## config.mk

```make
export PLATFORM = sky130hd
export DESIGN_NAME = fpm_dram_ctrl
export DESIGN_NICKNAME = d
export VERILOG_FILES = /design/src/rtl/fpm_pkg.sv /design/src/rtl/fpm_ref_timer.sv /design/src/rtl/fpm_dram_ctrl.sv
export SDC_FILE = /design/constraint.sdc
export NUM_CORES = 1
export LEC_CHECK = 0
export ABC_AREA = 1
export CORE_ASPECT_RATIO = 0.8
export CORE_MARGIN = 1.5
export CORE_UTILIZATION = 60
export DETAILED_ROUTE_END_ITERATION = 12
export PLACE_DENSITY = 0.88
export RECOVER_POWER = 50
export SETUP_SLACK_MARGIN = 0.3
export SYNTH_ARGS = -nofsm -noshare
export SYNTH_HDL_FRONTEND = slang
export SYNTH_SLANG_ARGS = --single-unit
```

## constraint.sdc

```tcl
create_clock -name clk -period 3.8 [get_ports clk]
set_input_delay 0.76 -clock clk [delete_from_list [all_inputs] [get_ports clk]]
set_output_delay 0.76 -clock clk [all_outputs]
set_load 0.02 [all_outputs]
```

## src/rtl/fpm_pkg.sv

```systemverilog
package fpm_pkg;
    typedef enum logic [3:0] {
        S_PAUSE, S_IDLE, S_ROW, S_RCD, S_COL, S_CAS, S_CBRC, S_CBRR, S_PRE
    } phase_e;

    typedef enum logic [1:0] {OP_RD, OP_WR, OP_RF} op_e;
endpackage

```

## src/rtl/fpm_ref_timer.sv

```systemverilog
module fpm_ref_timer #(
    parameter int REF_INTERVAL = 195,
    parameter int REF_LIMIT    = 800000
) (
    input  logic clk,
    input  logic rst_n,
    input  logic clear,
    input  logic ref_start,
    output logic due,
    output logic overrun
);
    localparam int IVL_W = $clog2(REF_INTERVAL + 1);
    localparam int GAP_W = $clog2(REF_LIMIT + 1);

    typedef struct packed {
        logic [IVL_W-1:0] ivl;
        logic [GAP_W-1:0] gap;
        logic             due;
    } tmr_t;

    tmr_t q, d;
    logic wrap;

    always_comb begin
        d    = q;
        wrap = (q.ivl == IVL_W'(REF_INTERVAL - 1));
        if (clear) begin
            d = '0;
        end else begin
            d.ivl = wrap ? '0 : q.ivl + 1'b1;
            d.due = (q.due & ~ref_start) | wrap;
            if (ref_start)
                d.gap = '0;
            else if (q.gap != GAP_W'(REF_LIMIT))
                d.gap = q.gap + 1'b1;
        end
    end

    always_ff @(posedge clk) begin
        if (!rst_n) q <= '0;
        else        q <= d;
    end

    assign due     = q.due;
    assign overrun = (q.gap == GAP_W'(REF_LIMIT));
endmodule

```

## src/rtl/fpm_dram_ctrl.sv

```systemverilog
module fpm_dram_ctrl
    import fpm_pkg::*;
#(
    parameter int ADDR_W       = 10,
    parameter int DQ_W         = 4,
    parameter int PAUSE_CYC    = 5000,
    parameter int WAKE_N       = 8,
    parameter int T_RCD        = 2,
    parameter int T_CAS        = 3,
    parameter int T_RP         = 3,
    parameter int T_CSR        = 1,
    parameter int T_RAS        = 4,
    parameter int REF_INTERVAL = 195,
    parameter int REF_LIMIT    = 800000,
    parameter bit LATE_WRITE   = 1'b0
) (
    input  logic                  clk,
    input  logic                  rst_n,
    input  logic                  req_valid,
    output logic                  req_ready,
    input  logic                  req_write,
    input  logic [2*ADDR_W-1:0]   req_addr,
    input  logic [DQ_W-1:0]       req_wdata,
    output logic                  rsp_valid,
    output logic [DQ_W-1:0]       rsp_rdata,
    input  logic                  ref_inhibit,
    output logic                  dram_ras_n,
    output logic                  dram_cas_n,
    output logic                  dram_we_n,
    output logic                  dram_oe_n,
    output logic [ADDR_W-1:0]     dram_addr,
    output logic [DQ_W-1:0]       dram_dq_out,
    output logic                  dram_dq_oe,
    input  logic [DQ_W-1:0]       dram_dq_in
);
    localparam int TMR_W = $clog2(PAUSE_CYC + T_RCD + T_CAS + T_RP + T_CSR + T_RAS + 1);
    localparam int WK_W  = $clog2(WAKE_N + 1);

    typedef struct packed {
        phase_e            ph;
        op_e               op;
        logic [TMR_W-1:0]  tmr;
        logic [WK_W-1:0]   wake;
        logic [ADDR_W-1:0] row;
        logic [ADDR_W-1:0] col;
        logic [DQ_W-1:0]   wdata;
        logic [DQ_W-1:0]   rdata;
        logic              rsp;
        logic              ras_n;
        logic              cas_n;
        logic              we_n;
        logic              oe_n;
        logic              dq_oe;
        logic [ADDR_W-1:0] addr;
    } ctl_t;

    ctl_t q, d;
    logic ref_start, ref_due, ref_over, ref_go;

    fpm_ref_timer #(
        .REF_INTERVAL (REF_INTERVAL),
        .REF_LIMIT    (REF_LIMIT)
    ) u_ref_timer (
        .clk       (clk),
        .rst_n     (rst_n),
        .clear     (q.ph == S_PAUSE),
        .ref_start (ref_start),
        .due       (ref_due),
        .overrun   (ref_over)
    );

    assign ref_go    = ref_due && !ref_inhibit;
    assign req_ready = (q.ph == S_IDLE) && (q.wake == '0) && !ref_over && !ref_go;

    always_comb begin
        d         = q;
        d.rsp     = 1'b0;
        ref_start = 1'b0;
        unique case (q.ph)
            S_PAUSE: begin
                if (q.tmr == '0) d.ph = S_IDLE;
                else             d.tmr = q.tmr - 1'b1;
            end
            S_IDLE: begin
                if (q.wake != '0 || ref_over || ref_go) begin
                    if (q.wake != '0)  d.wake = q.wake - 1'b1;
                    else if (ref_over) d.wake = WK_W'(WAKE_N - 1);
                    d.ph      = S_CBRC;
                    d.op      = OP_RF;
                    d.tmr     = TMR_W'(T_CSR - 1);
                    ref_start = 1'b1;
                end else if (req_valid) begin
                    d.ph    = S_ROW;
                    d.op    = req_write ? OP_WR : OP_RD;
                    d.row   = req_addr[2*ADDR_W-1:ADDR_W];
                    d.col   = req_addr[ADDR_W-1:0];
                    d.wdata = req_wdata;
                end
            end
            S_ROW: begin
                d.ph  = S_RCD;
                d.tmr = TMR_W'(T_RCD - 1);
            end
            S_RCD: begin
                if (q.tmr == '0) d.ph = S_COL;
                else             d.tmr = q.tmr - 1'b1;
            end
            S_COL: begin
                d.ph  = S_CAS;
                d.tmr = TMR_W'(T_CAS - 1);
            end
            S_CAS: begin
                if (q.tmr == '0) begin
                    if (q.op == OP_RD) begin
                        d.rsp   = 1'b1;
                        d.rdata = dram_dq_in;
                    end
                    d.ph  = S_PRE;
                    d.tmr = TMR_W'(T_RP - 1);
                end else begin
                    d.tmr = q.tmr - 1'b1;
                end
            end
            S_CBRC: begin
                if (q.tmr == '0) begin
                    d.ph  = S_CBRR;
                    d.tmr = TMR_W'(T_RAS - 1);
                end else begin
                    d.tmr = q.tmr - 1'b1;
                end
            end
            S_CBRR: begin
                if (q.tmr == '0) begin
                    d.ph  = S_PRE;
                    d.tmr = TMR_W'(T_RP - 1);
                end else begin
                    d.tmr = q.tmr - 1'b1;
                end
            end
            S_PRE: begin
                if (q.tmr == '0) d.ph = S_IDLE;
                else             d.tmr = q.tmr - 1'b1;
            end
            default: d.ph = S_IDLE;
        endcase

        // registered strobes follow the next phase so the pins never glitch
        d.ras_n = !(d.ph inside {S_RCD, S_COL, S_CAS, S_CBRR});
        d.cas_n = !(d.ph inside {S_CAS, S_CBRC, S_CBRR});
        d.addr  = (d.ph inside {S_COL, S_CAS}) ? d.col : d.row;
        d.oe_n  = !(d.op == OP_RD && d.ph == S_CAS);
        if (LATE_WRITE) begin
            d.we_n  = !(d.op == OP_WR && d.ph == S_CAS && d.tmr != TMR_W'(T_CAS - 1));
            d.dq_oe = (d.op == OP_WR) && (d.ph == S_CAS);
        end else begin
            d.we_n  = !(d.op == OP_WR && d.ph inside {S_COL, S_CAS});
            d.dq_oe = (d.op == OP_WR) && (d.ph inside {S_ROW, S_RCD, S_COL, S_CAS});
        end
    end

    always_ff @(posedge clk) begin
        if (!rst_n) begin
            q       <= '0;
            q.ph    <= S_PAUSE;
            q.op    <= OP_RF;
            q.tmr   <= TMR_W'(PAUSE_CYC - 1);
            q.wake  <= WK_W'(WAKE_N);
            q.ras_n <= 1'b1;
            q.cas_n <= 1'b1;
            q.we_n  <= 1'b1;
            q.oe_n  <= 1'b1;
        end else begin
            q <= d;
        end
    end

    assign rsp_valid   = q.rsp;
    assign rsp_rdata   = q.rdata;
    assign dram_ras_n  = q.ras_n;
    assign dram_cas_n  = q.cas_n;
    assign dram_we_n   = q.we_n;
    assign dram_oe_n   = q.oe_n;
    assign dram_addr   = q.addr;
    assign dram_dq_out = q.wdata;
    assign dram_dq_oe  = q.dq_oe;
endmodule

```

==> results of run 1 <==
==> layout make-up <==
cell class                      count  area, um^2
Clock buffer                        9         124
Fill cell                         643        2400
Inverter                           74         279
Clock inverter                      7        95.1
Timing Repair Buffer               61         593
Tap cell                          108         135
Multi-Input combinational cell    464        2330
Sequential cell                    96        1920
==> cells by family (layout without fill, tap and decap cells) <==
kind of cell,count (synthesis),in the layout
DFF,96,96
adders and majority gates,6,6
xor gates and xnor gates,15,15
and+or+nand+nor,355,355
AOI/OAI and AO/OA,88,88
buffers and inverters,112,151
==> power by group <==
| part | total, W | internal (W) | leakage [nW] | switching (W) |
|---|---|---|---|---|
| Combinational | 0.00106 | 0.000381 | 1.48 | 0.000678 |
| Sequential | 0.00121 | 0.00113 | 0.777 | 0.0000808 |
| Clock | 0.000729 | 0.000326 | 0.111 | 0.000403 |
==> flip-flops by register name, indices dropped and copies added (netlist names) <==
name and cells:
dram_addr 10, dram_cas_n 1, dram_dq_oe 1, dram_dq_out 4, dram_oe_n 1, dram_ras_n 1
dram_we_n 1, q 43, rsp_rdata 4, rsp_valid 1, u_ref_timer.due 1, u_ref_timer.q 28
==> worst paths after layout <==
kind,end,slack (ns),cells past startpoint,startpoint
min,q[27],0.48,2,q[27]
min reg2reg,q[27],0.48,2,q[27]
max reg2reg,dram_addr[6],0.67,12,q[44]
max,req_ready,0.41,7,q[44]
==> routing by layer <==
metal  wire (um)  share of wire  track usage
met2        4720           0.45        0.408
met1        4960           0.48        0.346
met5           0              0            0
met4         135          0.013       0.0639
met3         587          0.056       0.0589
==> per-stage QoR <==
step	setup slack (ns)	hold slack, ns	instance area [um^2]	cells
final	0.412	0.476	5480	819
after global routing	0.385	0.503	5480	819
after CTS	0.720	0.477	5520	819
after detailed placement	0.731	0.463	5300	803
after global placement	0.763	0.443	5300	803
after floorplan	1.64	0.430	4830	672
==> synth_stat cells <==
master    count
buf_6         5
o21bai_1     11
nor3_1        8
nand2_2       8
or2_2         4
a31oi_1       1
nand2_4       2
o21a_1        1
inv_2         6
inv_1        67
o211a_1       1
o211ai_1      7
nor3b_1       4
nor2_8        1
dfxtp_1      96
nor4_1        1
ha_1          6
clkbuf_1      6
and3_1        2
xor2_1        9
xnor2_1       6
buf_2         6
nand4_1      10
nor2_4        5
nand3_4       4
a21oi_1      39
o31ai_1       2
o21ai_1       2
a22oi_1       1
nor2_2        7
nand3_1      34
clkinv_2      1
nor3_2        4
nand4_4       1
nand2_1     150
buf_4        21
o21ai_2       2
nor2_1      110
o21ai_0      21
==> worst min-delay path: cells and delay by family, from the launching register on <==
family,cells,cell delay (ns)
AND/OR/NAND/NOR,1,0.07
AO/OA/AOI/OAI,1,0.06
flip-flops,1,0.31
==> impl_metrics.tcl, run 1 <==
set metrics [dict create \
    path_cells "inv_1 -> ha_1 -> nand2_1 -> nor2_1 -> nand3_4 -> nor2_1 -> clkdlybuf4s50_1" \
    dp_hpwl_um 7450 \
    drive_above_1_share 0.0802 \
    start_util 0.613 \
    cap_violations 1 \
    synth_xor_area_frac 0.0272 \
    htreeDepth 3 \
    synth_top_area_frac 0.398 \
    powerDensity_mw_per_mm2 548 \
    ant_nets 0 \
    drc_errors 0 \
    skew_ns 0.0151 \
    critPathBufInv 2 \
    yosys.area_share.simple 0.341 \
    crit_top_cell "nor2_1" \
    slew_headroom 0.000573 \
    clk_latency_ns 0.38 \
    cts_tree "built" \
    cts_setup_buffers 0 \
    grt.overflow.total 0 \
    via_per_inst 5.22 \
    crit_path_top_delay_cell "clkdlybuf4s50_1" \
    syn_to_final_growth_pct 13.4 \
    fin_total_pwr_w 0.00300 \
    yosys-mux-area-fraction 0 \
    ys_ff_latch 96 \
    syn_avg_cell_area_um2 7.19 \
    grt_pass1_vias 4059 \
    synthAdderAreaFrac 0.0155 \
    clkSinkCount 96 \
    numPortBuffers 57 \
    status "finished, violations left" \
    rsz0062_at_grt "false" \
    grt_pass1_wl_um 17700 \
    nNetsFinal 745 \
    synth_cell_types 39 \
    power_leakage_nw 2.37 \
    wire_per_inst_um 12.7 \
    first_pass_iters 6 \
    yosys_warnings 0 \
    grt_max_degree 32 \
    irDropWorstVdd_v 0.000297 \
    drtIter0Drc 218 \
    ys_seq_area_frac 0.398 \
    antenna_found_initial 0 \
    max_freq_ghz 0.295 \
    final_core_util 0.695 \
    clk_pin_slew_ns 0.11 \
    num_rows 29 \
    via_count 4277 \
    core_mm2 0.00787 \
    cts.repair.resized 0 \
    dieWidth_um 103 \
    slew_viol_final 0 \
    synth_fp_nets 711 \
    hold_path.class "flop to flop" \
    synthCells 672 \
    die_area_mm2 0.00860 \
    tightest_slew_ns 1.50 \
    cts_buffer_depth 2 \
    hold_violations 0 \
    setup_viol 0 \
    final_cell_mix "151 x nand2_1, 114 x nor2_1, 96 x dfxtp_1" \
    crit_family "simple AND/OR/NAND/NOR gates" \
    pin_count 58 \
    cts_inserted_buffers 9 \
    tns_ns 0 \
    max_stage_delay_ns 0.67 \
    yosysTopAreaCell "dfxtp_1" \
    synth_area_mm2 0.00483 \
    required_ns 3.04 \
    root_buffer "clkbuf_8" \
    chipHeight_um 83.2 \
    violations "max-capacitance violations" \
    synth_top_family_by_area "simple AND/OR/NAND/NOR gates" \
    crit_path_start_kind "flop" \
    place_congestion 0.857 \
    arrival_ns 2.63 \
    postCtsHoldBufs 0 \
    worstPathMaxFanout 5 \
    period_needed_ns 3.39 \
    synth.area.top_cells "dfxtp_1 40%, nand2_1 12%, nor2_1 8.5%" \
    layout_commonest_cell "nand2_1" \
    grt_usage 0.255 \
    crit_type "flop to output pin" \
    drt-total-wl_um 10400 \
    synth_compound_area_frac 0.105 \
    antenna_cells 0 \
    fin_crit_sh 0.892 \
    critPathCaptureType "output pin" \
]
Note: power is estimated with default switching activity, not from simulation.
==> run 2: changes to the inputs <==
CELL_PAD_IN_SITES_DETAIL_PLACEMENT = 0   (was default)
CELL_PAD_IN_SITES_GLOBAL_PLACEMENT = 1   (was default)
CORE_UTILIZATION = 44   (was 60)
PLACE_DENSITY = 0.89   (was 0.88)
==> run 2 against run 1 <==
Compared with the run above:
- the flow now finishes without violations
- total power up 9.2%
- count of clock-buffer cells in the layout grew 1
- setup slack better by 0.089 ns
- global-route usage decreased by 6.4 points
- critical path depth is 2 lower
- final area up 2.7%
- sequential cell count is the same
==> impl_metrics.tcl, run 2 (synthesis results as in run 1) <==
set metrics [dict create \
    status "complete, no violations" \
    via_per_inst 4.85 \
    slew_viol_final 0 \
    htreeDepth 3 \
    tightest_slew_ns 1.42 \
    rsz0062_at_grt "false" \
    chipHeight_um 96.7 \
    grt_pass1_vias 3957 \
    layout_commonest_cell "nand2_1" \
    grt.overflow.total 0 \
    worstPathMaxFanout 3 \
    grt_usage 0.191 \
    fin_cells 855 \
    r2r-start "q[44]" \
    ant_nets 0 \
    critPathCaptureType "output pin" \
    first_pass_iters 5 \
    period_needed_ns 3.30 \
    cts_tree "built" \
    cts.repair.resized 0 \
    postCtsHoldBufs 0 \
    place_congestion 0.816 \
    skew_ns 0.00796 \
    setup_ws_ns 0.501 \
    slew_headroom 0.0519 \
    nNetsFinal 745 \
    drc_errors 0 \
    cts_inserted_buffers 9 \
    max_freq_ghz 0.303 \
    final_core_util 0.523 \
    start_util 0.449 \
    via_count 4150 \
    hp-start "q[29]" \
    pin_count 58 \
    grt_max_degree 32 \
    core_mm2 0.0108 \
    pre_cts_slack_ns 0.720 \
    powerDensity_mw_per_mm2 583 \
    drive_above_1_share 0.0788 \
    cts_buffer_depth 2 \
    cp-startpoint "ref_inhibit" \
    wire_per_inst_um 12.2 \
    irDropWorstVdd_v 0.000272 \
    antenna_found_initial 0 \
    antenna_cells 0 \
    root_buffer "clkbuf_16" \
    setup_viol 0 \
    drt-total-wl_um 10400 \
    syn_to_final_growth_pct 16.5 \
    clk_latency_ns 0.34 \
    numPortBuffers 57 \
    dp_hpwl_um 7610 \
    hold_violations 0 \
    final_cell_mix "152 x nand2_1, 113 x nor2_1, 96 x dfxtp_1" \
    crit_type "input port to output pin" \
    power_leakage_nw 2.43 \
    hold_path.class "flop to flop" \
    largest_reg_flops 43 \
    clk_pin_slew_ns 0.07 \
    grt_pass1_wl_um 18200 \
    dieWidth_um 120 \
    cap_violations 0 \
    clkSinkCount 96 \
    die_area_mm2 0.0116 \
    fin_crit_sh 0.868 \
    arrival_ns 2.54 \
    required_ns 3.04 \
    num_rows 34 \
    crit_path_start_kind "input port" \
    cts_setup_buffers 0 \
    drtIter0Drc 216 \
    dp_cells 839 \
    top_register "q" \
    tns_ns 0 \
]
[run 2: layer usage]
| metal | GRT usage | wire length (um) | vias to the layer above |
|---|---|---|---|
| met5 | 0 | 0 | - |
| met4 | 0.0513 | 116 | 0 |
| met3 | 0.0401 | 351 | 10 |
| met2 | 0.284 | 4430 | 57 |
| met1 | 0.279 | 5530 | 1898 |
| li1 | - | - | 2185 |
[run 2: critical path: stages]
cell and delay (ns):
dlygate4sd3_1 0.57, or2_2 0.17, nand3_1 0.15, nor2_1 0.21, clkdlybuf4s50_1 0.68
[run 2: metrics by stage]
| stage | hold WS (ns) | cell area, um^2 | power (W) |
|---|---|---|---|
| after floorplan | 0.430 | 4830 | 0.00210 |
| after global placement | 0.444 | 5340 | 0.00231 |
| after detailed placement | 0.452 | 5340 | 0.00232 |
| after CTS | 0.472 | 5680 | 0.00334 |
| after global routing | 0.491 | 5630 | 0.00349 |
| final | 0.472 | 5630 | 0.00328 |
[run 2: path summary, 6_finish.rpt]
check                               endpoint  slack, ns  depth (start not counted)
worst max-delay path               req_ready       0.50                          5
worst min-delay path                   q[29]       0.47                          2
worst max register to register  dram_addr[4]       0.93                         12
worst min register to register         q[29]       0.47                          2
[run 2: layout make-up]
| type | instances | area, um^2 |
|---|---|---|
| fillers | 1051 | 5140 |
| multi-input cells | 464 | 2310 |
| flip-flops and latches | 96 | 1920 |
| repair buffers | 61 | 593 |
| inverters | 74 | 279 |
| clock buffers | 10 | 239 |
| well taps | 144 | 180 |
| clock inverters | 6 | 97.6 |
[run 2: report_power, final]
part / leakage [nW] / switching [W] / internal, W / total [W]
Combinational: 1.48 / 0.000670 / 0.000378 / 0.00105
Clock: 0.166 / 0.000409 / 0.000605 / 0.00101
Sequential: 0.777 / 0.0000815 / 0.00113 / 0.00122
Total: 2.43 / 0.00116 / 0.00212 / 0.00328
